===== src/rtl/loop_track_pkg.sv =====
`timescale 1ns/1ps
package loop_track_pkg;
  typedef enum logic [2:0] {
    LK_NORM    = 3'd0,
    LK_BEGIN   = 3'd1,
    LK_BEGIN_X = 3'd2,
    LK_BACK    = 3'd3,
    LK_EXIT    = 3'd4,
    LK_BREAK   = 3'd5
  } lk_kind_e;
endpackage


===== src/rtl/loop_addr_stack.sv =====
`timescale 1ns/1ps
module loop_addr_stack #(
  parameter int AW    = 40,
  parameter int DEPTH = 4,
  localparam int PW   = $clog2(DEPTH + 1),
  localparam int IXW  = $clog2(DEPTH)
) (
  input  logic           clk,
  input  logic           rst,
  input  logic           push,
  input  logic           pop,
  input  logic [AW-1:0]  push_start,
  input  logic [AW-1:0]  push_end,
  input  logic           push_has_end,
  output logic [AW-1:0]  top_start,
  output logic [AW-1:0]  top_end,
  output logic           top_has_end,
  output logic [PW-1:0]  level,
  output logic [IXW-1:0] top_idx,
  output logic [IXW-1:0] new_idx,
  output logic           full,
  output logic           empty
);
  logic [AW-1:0]    start_mem [DEPTH];
  logic [AW-1:0]    end_mem   [DEPTH];
  logic [DEPTH-1:0] has_mem;

  assign full    = (level == PW'(DEPTH));
  assign empty   = (level == '0);
  assign new_idx = IXW'(level);
  assign top_idx = IXW'(level - PW'(1));

  always_ff @(posedge clk) begin
    if (rst) begin
      level <= '0;
    end else if (push && !full) begin
      level <= level + PW'(1);
    end else if (pop && !empty) begin
      level <= level - PW'(1);
    end
  end

  // storage without reset so it can map onto memory
  always_ff @(posedge clk) begin
    if (push && !full) begin
      start_mem[new_idx] <= push_start;
      end_mem[new_idx]   <= push_end;
      has_mem[new_idx]   <= push_has_end;
    end
  end

  assign top_start   = start_mem[top_idx];
  assign top_end     = end_mem[top_idx];
  assign top_has_end = has_mem[top_idx];
endmodule


===== src/rtl/loop_instr_cache.sv =====
`timescale 1ns/1ps
module loop_instr_cache #(
  parameter int IW    = 32,
  parameter int LW    = 3,
  parameter int DEPTH = 4,
  parameter int CACHE = 2,
  localparam int IXW  = $clog2(DEPTH),
  localparam int CW   = $clog2(CACHE + 1),
  localparam int SLW  = $clog2(CACHE),
  localparam int SPW  = LW + CW
) (
  input  logic              clk,
  input  logic              rst,
  input  logic              init,
  input  logic [IXW-1:0]    init_idx,
  input  logic              close,
  input  logic [IXW-1:0]    close_idx,
  input  logic              wr,
  input  logic [IXW-1:0]    wr_idx,
  input  logic [IW-1:0]     wr_data,
  input  logic [LW-1:0]     wr_len,
  input  logic [IXW-1:0]    rd_idx,
  output logic [CW-1:0]     rd_cnt,
  output logic [SPW-1:0]    rd_span,
  output logic [CACHE*IW-1:0] rd_data
);
  logic [CW-1:0]    cnt  [DEPTH];
  logic [SPW-1:0]   span [DEPTH];
  logic [DEPTH-1:0] open;
  logic [IW-1:0]    data_mem [DEPTH][CACHE];

  logic          wr_ok;
  logic [SLW-1:0] wr_slot;
  assign wr_ok   = wr && open[wr_idx];
  assign wr_slot = SLW'(cnt[wr_idx]);

  for (genvar g = 0; g < DEPTH; g++) begin : g_lvl
    always_ff @(posedge clk) begin
      if (rst) begin
        cnt[g]  <= '0;
        span[g] <= '0;
        open[g] <= 1'b0;
      end else if (init && init_idx == IXW'(g)) begin
        cnt[g]  <= '0;
        span[g] <= '0;
        open[g] <= 1'b1;
      end else begin
        if (wr_ok && wr_idx == IXW'(g)) begin
          cnt[g]  <= cnt[g] + CW'(1);
          span[g] <= span[g] + SPW'(wr_len);
          if (cnt[g] + CW'(1) == CW'(CACHE)) open[g] <= 1'b0;
        end
        if (close && close_idx == IXW'(g)) open[g] <= 1'b0;
      end
    end
  end

  always_ff @(posedge clk) begin
    if (wr_ok) data_mem[wr_idx][wr_slot] <= wr_data;
  end

  assign rd_cnt  = cnt[rd_idx];
  assign rd_span = span[rd_idx];

  for (genvar j = 0; j < CACHE; j++) begin : g_slot
    assign rd_data[j*IW +: IW] = (CW'(j) < rd_cnt) ? data_mem[rd_idx][j] : '0;
  end
endmodule


===== src/rtl/loop_track_unit.sv =====
`timescale 1ns/1ps
module loop_track_unit
  import loop_track_pkg::*;
#(
  parameter int AW    = 40,
  parameter int IW    = 32,
  parameter int LW    = 3,
  parameter int DEPTH = 4,
  parameter int CACHE = 2,
  localparam int PW   = $clog2(DEPTH + 1),
  localparam int IXW  = $clog2(DEPTH),
  localparam int CW   = $clog2(CACHE + 1),
  localparam int SPW  = LW + CW
) (
  input  logic                clk,
  input  logic                rst,
  input  logic                in_valid,
  input  logic [2:0]          in_kind,
  input  logic [AW-1:0]       in_pc,
  input  logic [LW-1:0]       in_len,
  input  logic [IW-1:0]       in_instr,
  input  logic [AW-1:0]       in_end,
  output logic                out_valid,
  output logic [AW-1:0]       out_pc,
  output logic [IW-1:0]       out_instr,
  output logic [CW-1:0]       rpl_count,
  output logic [AW-1:0]       rpl_pc,
  output logic [CACHE*IW-1:0] rpl_instr,
  output logic                redir_valid,
  output logic [AW-1:0]       redir_pc,
  output logic                ovf_flag,
  output logic                udf_flag,
  output logic                brk_err
);
  logic k_norm, k_beg, k_back, k_exit, k_brk;
  assign k_norm = in_valid && (in_kind == LK_NORM);
  assign k_beg  = in_valid && (in_kind == LK_BEGIN || in_kind == LK_BEGIN_X);
  assign k_back = in_valid && (in_kind == LK_BACK);
  assign k_exit = in_valid && (in_kind == LK_EXIT);
  assign k_brk  = in_valid && (in_kind == LK_BREAK);

  logic [AW-1:0]  top_start, top_end;
  logic           top_has_end, full, empty;
  logic [PW-1:0]  stk_level;
  logic [IXW-1:0] top_idx, new_idx;
  logic           do_push, do_pop;

  assign do_push = k_beg && !full;
  assign do_pop  = (k_exit || k_brk) && !empty;

  loop_addr_stack #(.AW(AW), .DEPTH(DEPTH)) u_stk (
    .clk(clk), .rst(rst),
    .push(do_push), .pop(do_pop),
    .push_start(in_pc + AW'(in_len)),
    .push_end(in_end),
    .push_has_end(in_kind == LK_BEGIN_X),
    .top_start(top_start), .top_end(top_end), .top_has_end(top_has_end),
    .level(stk_level), .top_idx(top_idx), .new_idx(new_idx),
    .full(full), .empty(empty)
  );

  logic [CW-1:0]       rd_cnt;
  logic [SPW-1:0]      rd_span;
  logic [CACHE*IW-1:0] rd_data;

  loop_instr_cache #(.IW(IW), .LW(LW), .DEPTH(DEPTH), .CACHE(CACHE)) u_cache (
    .clk(clk), .rst(rst),
    .init(do_push), .init_idx(new_idx),
    .close((k_beg || k_back || k_exit || k_brk) && !empty), .close_idx(top_idx),
    .wr(k_norm && !empty), .wr_idx(top_idx), .wr_data(in_instr), .wr_len(in_len),
    .rd_idx(top_idx),
    .rd_cnt(rd_cnt), .rd_span(rd_span), .rd_data(rd_data)
  );

  always_ff @(posedge clk) begin
    out_valid   <= 1'b0;
    out_pc      <= '0;
    out_instr   <= '0;
    rpl_count   <= '0;
    rpl_pc      <= '0;
    rpl_instr   <= '0;
    redir_valid <= 1'b0;
    redir_pc    <= '0;
    ovf_flag    <= 1'b0;
    udf_flag    <= 1'b0;
    brk_err     <= 1'b0;
    if (!rst) begin
      if (k_norm) begin
        out_valid <= 1'b1;
        out_pc    <= in_pc;
        out_instr <= in_instr;
      end
      if (k_beg && full) ovf_flag <= 1'b1;
      if ((k_back || k_exit || k_brk) && empty) udf_flag <= 1'b1;
      if (k_back && !empty) begin
        rpl_count   <= rd_cnt;
        rpl_pc      <= top_start;
        rpl_instr   <= rd_data;
        redir_valid <= 1'b1;
        redir_pc    <= top_start + AW'(rd_span);
      end
      if (k_brk && !empty) begin
        if (top_has_end) begin
          redir_valid <= 1'b1;
          redir_pc    <= top_end;
        end else begin
          brk_err <= 1'b1;
        end
      end
    end
  end
endmodule


===== config.mk =====
export PLATFORM = sky130hd
export DESIGN_NAME = loop_track_unit
export DESIGN_NICKNAME = d
export VERILOG_FILES = /design/src/rtl/loop_track_pkg.sv /design/src/rtl/loop_addr_stack.sv /design/src/rtl/loop_instr_cache.sv /design/src/rtl/loop_track_unit.sv
export SDC_FILE = /design/constraint.sdc
export NUM_CORES = 1
export LEC_CHECK = 0
export BUFFER_PORTS_ARGS = -buffer_cell sky130_fd_sc_hd__buf_2
export CORE_MARGIN = 2
export CORE_UTILIZATION = 51
export DETAILED_ROUTE_END_ITERATION = 10
export GPL_TIMING_DRIVEN = 0
export PLACE_DENSITY = 0.82
export SYNTH_ARGS = -nofsm -noshare
export SYNTH_HDL_FRONTEND = slang
export SYNTH_SLANG_ARGS = --single-unit
export TNS_END_PERCENT = 10

===== constraint.sdc =====
create_clock -name clk -period 6.4 [get_ports clk]
set_input_delay 0.96 -clock clk [delete_from_list [all_inputs] [get_ports clk]]
set_output_delay 0.96 -clock clk [all_outputs]
set_load 0.005 [all_outputs]

# Yosys cells after proc, flatten, opt, wreduce, memory -nomap -nowiden
# Memory sizes are Yosys's and may differ from the RTL's.
# Index checks and enable logic that the tools add are counted.
word_totals:
  regBits: 234
  mem_bits_rw: 604
  input_bits: 121
  elab_cells: 228
  mem_count: 5
op_classes:
  n_addsub: 12
  n_lt_le_gt_ge: 7
  n_eq_ne: 16
  muxes: 87
  n_bitwise: 22
  n_reduce_logical: 61
memory_table:
  columns: ["name", "words", "word_bits", "rd", "rd_ports_with_merged_regs", "wr", "line", "rtl"]
  rows:
  - ["u_cache.data_mem", 4, 64, 1, 0, 1, "loop_instr_cache.sv:30", "logic [IW-1:0] data_mem [DEPTH][CACHE];"]
  - ["u_stk.end_mem", 4, 40, 1, 0, 1, "loop_addr_stack.sv:25", "logic [AW-1:0] end_mem [DEPTH];"]
  - ["u_stk.start_mem", 4, 40, 1, 0, 1, "loop_addr_stack.sv:24", "logic [AW-1:0] start_mem [DEPTH];"]
  - ["u_cache.span", 4, 5, 5, 0, 4, "loop_instr_cache.sv:28", "logic [SPW-1:0] span [DEPTH];"]
  - ["u_cache.cnt", 4, 2, 5, 0, 4, "loop_instr_cache.sv:27", "logic [CW-1:0] cnt [DEPTH];"]
op_table:
  columns: ["operator", "n"]
  rows:
  - ["$mux W40", 3]
  - ["$mux W64", 1]
  - ["$mux W1", 59]
  - ["$add A40 B3 Y40", 1]
  - ["$add A40 B5 Y40", 1]
  - ["$mux W5", 8]
  - ["$demux W32 S1", 1]
  - ["$mux W32", 1]
  - ["$logic_and A1 B1 Y1", 30]
  - ["$reduce_bool A3 Y1", 8]
  - ["$add A5 B3 Y5", 4]
  - ["$eq A2 B2 Y1 const B", 8]
  - ["$mux W2", 8]
  - ["$or A1 B1 Y1", 16]
  - ["$eq A3 B3 Y1 const B", 3]
  - ["$add A2 B1 Y2 const B", 4]
  - ["$reduce_and A2 Y1", 4]
  - ["$logic_or A1 B1 Y1", 7]
  - ["$eq A3 B2 Y1 const B", 2]
  - ["$logic_not A3 Y1", 2]
  - ["$lt A2 B3 Y1 const B", 2]
  - ["$mux W3", 2]
  - ["$reduce_or A2 Y1", 3]
  - ["$reduce_or A3 Y1", 2]
  - ["16 further kinds", 25]

# Depth between registers and ports, before layout
logic_depth:
  depth_word: 10
  ltp_mapped: 25

# By module
# A second synthesis with hierarchy kept.
unflattened:
  hier_cells: 1848
  area_unflattened_um2: 31714.2
modules_own_cells:
  columns: ["mod", "instances", "cells_each", "area_each_um2", "seq_area_each_um2"]
  rows:
  - ["loop_addr_stack", 1, 459, 11989.0, 9789.4]
  - ["loop_instr_cache", 1, 591, 11681.2, 8608.3]
  - ["loop_track_unit", 1, 798, 8044.0, 4464.3]

# Worst setup path before layout
# Ideal clock, no wire load.
synth_timing:
  kind: "flip-flop to flip-flop"
  from: "reg u_stk.level[0]"
  to: "reg redir_pc[22]"
  setup_time_ns: 0.062
  arrival_time_ns: 5.522
  required_time_ns: 6.338
  setup_slack_ns: 0.816
  stages_incl_launch_ff: 26
  n_path_buf: 13
  synth_period_minus_slack_ns: 5.584
  path_cell_list: "dfxtp_1 buf_6 buf_12 buf_12 buf_6 buf_2 buf_4 buf_2 inv_1 ha_1 buf_4 buf_4 buf_4 buf_2 buf_1 buf_2 mux4_2 ha_1 inv_1 fa_1 nor2b_1 o31ai_1 a211oi_4 nand2_2 or4_1 nand3_1"
synth_between:
  elab_chain_cells: 6
synth_lines:
  columns: ["element", "line", "rtl"]
  rows:
  - ["start: declaration", "loop_addr_stack.sv:18", "output logic [PW-1:0] level,"]
  - ["start signal: assignment", "loop_addr_stack.sv:37", "level <= level + PW'(1);"]
  - ["start signal: assignment", "loop_addr_stack.sv:39", "level <= level - PW'(1);"]
  - ["$sub A3 B1 Y3 (*)", "loop_addr_stack.sv:31", "assign top_idx = IXW'(level - PW'(1));"]
  - ["net top_idx[0]", "loop_track_unit.sv:45", "logic [IXW-1:0] top_idx, new_idx;"]
  - ["$mem_v2 Z4 W40 / $mem_v2 Z4 W5 (equally long branches)", null, null]
  - ["$add A40 B5 Y40", "loop_track_unit.sv:100", "redir_pc <= top_start + AW'(rd_span);"]
  - ["$mux W40", "loop_track_unit.sv:95", "if (k_back && !empty) begin"]
  - ["$mux W40", "loop_track_unit.sv:103", "if (top_has_end) begin"]
  - ["$mux W40 (*)", "loop_track_unit.sv:102", "if (k_brk && !empty) begin"]
  - ["end signal: assignment", "loop_track_unit.sv:100", null]
  - ["end signal: assignment", "loop_track_unit.sv:105", "redir_pc <= top_end;"]
  - ["end: declaration", "loop_track_unit.sv:30", "output logic [AW-1:0] redir_pc,"]
# Mark *: on every way through the listed nets, which the timed path passes. The rest lies on a longest branch. The select of a mux whose other input is x is not followed.
# A chain may end at the register's enable or synchronous reset.

# Worst setup path in the final report
layout_timing:
  from: "reg u_stk.level[0]"
  to: "reg redir_pc[25]"
# The elaborated chain is that of the path after synthesis.

==> flow_summary_export.csv <==
group,metric,value,unit
synth,yosysUniqueCellTypes,60,
setup_path,rr_worst_depth,21,
clock_network,numCtsBuffers,83,
detailed_routing,drc,0,
setup_path,crit_buf_inv,12,
synth,yosysWarnings,0,
detailed_routing,vias_per_cell,5.83,
synth,synth_edf_count,608,
synth,avgSynthCellArea,17.7,um^2
hold_path,min_path_type,"reg2reg",
setup_path,slowest_delay,0.44,ns
pwr,p_leak,13.6,nW
cells_and_area,n_fill_cell,4110,
cells_and_area,final_common_cell,"edfxtp_1",
sta,relSlewSlack,36.2,%
placement,gp_congestion,0.832,
die,rows,90,
run,cap_viol_max_count,0,
clock_network,holdBufCountCts,0,
setup_path,worst_path_dominant_cell_family,"buffers and inverters",
clock_network,clk_latency,0.66,ns
setup_path,worst-endpoint-arrival,6.50,ns
setup_path,path_cells,"buf_6, buf_12, buf_12, buf_6, buf_8, inv_1, ha_1, buf_4, buf_4, buf_6, buf_6, buf_4, mux4_2, ha_1, a211oi_1, nor2_2, o221ai_2, nor2_2, clkbuf_4, and4_1, a221o_1",
setup_path,worstPathRequired,6.93,ns
detailed_routing,wl,78000,um
setup_path,crit_type,"reg2reg",
synth,synthCells,1757,
sta,hold_violations,0,
clock_network,cts-htree-levels,3,
pwr,power,0.0117,W
global_routing,track_usage,24.6,%
cells_and_area,mostFrequentLayoutCells,"608 x edfxtp_1, 356 x buf_2, 230 x dfxtp_1",
hold_path,hold_depth,2,
clock_network,clockBufferDepth,3,
sta,skew,0.0461,ns
detailed_routing,ant_nets,0,
die,ios,344,
setup_path,critPathMaxFanout,19,
synth,syn-cell-area,0.0312,mm^2
detailed_routing,routedWlPerCell,25.5,um
sta,slew_violations,0,
clock_network,path_clk_slew,0.07,ns
cells_and_area,nets,2353,
cells_and_area,syn2layout_area_growth,18.8,%
placement,io_buffers,343,
setup_path,crit_top_cell,"buf_6",
die,die_area,0.0631,mm^2
clock_network,cts_tree,"done",
pwr,peakVddDrop,0.222,mV
sta,holdWs,0.502,ns
sta,tightest_slew,0.956,ns
setup_path,worstReg2RegEnd,"redir_pc[25]",
die,die_w,251,um
die,initial_core_util,51.7,%
detailed_routing,drt_iter0_markers,2045,
sta,min_period_over_period,93.2,%
sta,fmax,168,MHz
synth,synth_top_area_share,58.6,%
global_routing,antenna_found_initial,13,
synth,synth-seq-cells,838,
detailed_routing,first_pass_iters,5,
sta,rsz0062_at_grt,"no",
cells_and_area,layout-drive-gt1-share,30.4,%
synth,async_reset_ff_share,0,%
synth,yosys-top-cells-area,"edfxtp_1 59%, dfxtp_1 15%, mux4_2 9.5%",
synth,synth_top_cell_by_area,"edfxtp_1",
pwr,power_density,316,mW/mm^2
placement,hpwl,51300,um
clock_network,clkSinkCount,838,
global_routing,grt_max_degree,49,
die,core,0.0604,mm^2
setup_path,r2r_start,"u_stk.level[0]",
setup_path,cpMaxStageDelayCell,"dfxtp_1",
hold_path,min_to,"u_cache.open[1]",
synth,seq_area_frac_synth,73.3,%
sta,finalSetupViolations,0,
detailed_routing,num_vias,17800,
setup_path,endpoint_kind,"flip-flop",
global_routing,first_global_vias,18100,
hold_path,min_from,"u_cache.open[1]",
synth,syn_nets,1915,
global_routing,grt_pass1_wl,114000,um
setup_path,startpoint_type,"flip-flop",
synth,ys.flop_type,"edfxtp_1",
clock_network,clock-root-buffer,"clkbuf_16",
status,status,"finished clean",
sta,period_needed,5.97,ns
die,die-height,251,um
setup_path,r2r_slack,0.43,ns
global_routing,grt-ovfl-total,0,
synth_stat cells (all sizes together), types with 5 or more instances:
master,instances
or2,9
a21o,8
inv,48
fa,6
o31ai,9
and4,11
mux4,153
nand2,66
nor3,15
edfxtp,608
xor2,33
ha,31
nor2,55
buf,30
o211ai,10
and2,113
and3,49
clkbuf,41
a21oi,18
nand4,24
o21ai,34
a211oi,5
nor2b,48
xnor2,38
dfxtp,230
nand3,30
area by class of cell:
cell class | instances | area (um^2) | share of cell area (%)
flip-flops and latches | 838 | 22900 | 61.7
plain buffers | 68 | 362 | 0.976
multi-input cells | 800 | 7810 | 21.1
repair buffers | 356 | 1960 | 5.28
inverters | 48 | 190 | 0.513
clock buffers | 120 | 2500 | 6.76
well taps | 782 | 978 | 2.64
diodes | 6 | 15.0 | 0.0405
clock inverters | 35 | 365 | 0.986
flip-flops by register name (all words and copies together) (netlist names):
register and flops:
udf_flag 1, out_instr 32, u_cache.open 4, rpl_instr 64, redir_pc 40, u_cache.span 20, u_stk.has_mem 4, rpl_pc 40
u_stk.end_mem 160, ovf_flag 1, redir_valid 1, u_cache.cnt 8, rpl_count 2, u_stk.start_mem 160, out_valid 1, out_pc 40
u_cache.data_mem 256, brk_err 1, u_stk.level 3
repair_timing:
item	CTS	global route
setup endpoints to repair	39	22
cloned	0	0
setup buffers	2	0
gates resized for setup	11	4
pin swaps	1	1
metrics by stage:
step / util (%) / std cells / TNS (ns) / setup WS [ns] / instance area, um^2
floorplan: - / 1757 / 0 / 0.816 / 31200
global placement: 56.1 / 2882 / -106.54 / -1.44 / 33900
detailed placement: 56.5 / 2893 / -45.15 / -1.61 / 34100
CTS: 61.3 / 3048 / 0 / 0.0670 / 37000
global route: 61.4 / 3050 / 0 / 0.0971 / 37000
finish: 61.4 / 3053 / 0 / 0.432 / 37000
where the power goes:
group	total, W	switching (W)	internal [W]	leakage, nW
Combinational	0.000831	0.000493	0.000338	4.83
Clock	0.00497	0.00214	0.00282	1.42
Sequential	0.00589	0.0000198	0.00587	7.37
Total	0.0117	0.00265	0.00903	13.6
worst max-delay path by stage:
| stage | startpoint | end | slack, ns | cells past startpoint |
|---|---|---|---|---|
| 2_1_floorplan | u_stk.level[0] | redir_pc[22] | 0.82 | 25 |
| 4_1_cts | u_stk.level[0] | redir_pc[18] | 0.07 | 25 |
| 5_1_grt | u_stk.level[0] | redir_pc[32] | 0.1 | 23 |
| 3_3_place_gp | u_stk.level[0] | redir_pc[30] | -1.44 | 25 |
| 3_5_place_dp | u_stk.level[0] | redir_pc[30] | -1.61 | 25 |
| 6_report | u_stk.level[0] | redir_pc[25] | 0.43 | 21 |
cell families (layout without fill, tap and decap cells):
| family | Yosys count | after routing | share of synthesized area [%] |
|---|---|---|---|
| AOI/OAI and AO/OA | 103 | 103 | 2.20 |
| xor gates and xnor gates | 71 | 71 | 1.99 |
| adders and majority gates | 37 | 37 | 1.63 |
| buffers and inverters | 119 | 627 | 1.71 |
| DFF | 838 | 838 | 73.3 |
| muxes | 154 | 154 | 11.3 |
| other | 0 | 6 | 0 |
| and+or+nand+nor | 435 | 435 | 7.81 |
per-layer routing:
layer	vias up	GRT usage, %	wire length (um)	part of all wire (%)
met4	14	8.55	2340	3.0
li1	7620	-	-	-
met5	-	0	80	0.10
met1	9127	32.4	30500	39
met2	856	40.6	38800	50
met3	168	5.43	6300	8.1
worst reg2reg max path: stages (launching register included):
cell,delay [ns]
dfxtp_1,0.44
buf_6,0.23
buf_12,0.18
buf_12,0.16
buf_6,0.28
buf_8,0.29
inv_1,0.17
ha_1,0.43
buf_4,0.24
buf_4,0.28
buf_6,0.27
buf_6,0.26
buf_4,0.27
mux4_2,0.36
ha_1,0.32
a211oi_1,0.32
nor2_2,0.13
o221ai_2,0.42
nor2_2,0.12
clkbuf_4,0.23
and4_1,0.20
a221o_1,0.27
No activity file was read; power rests on OpenSTA's default activity.
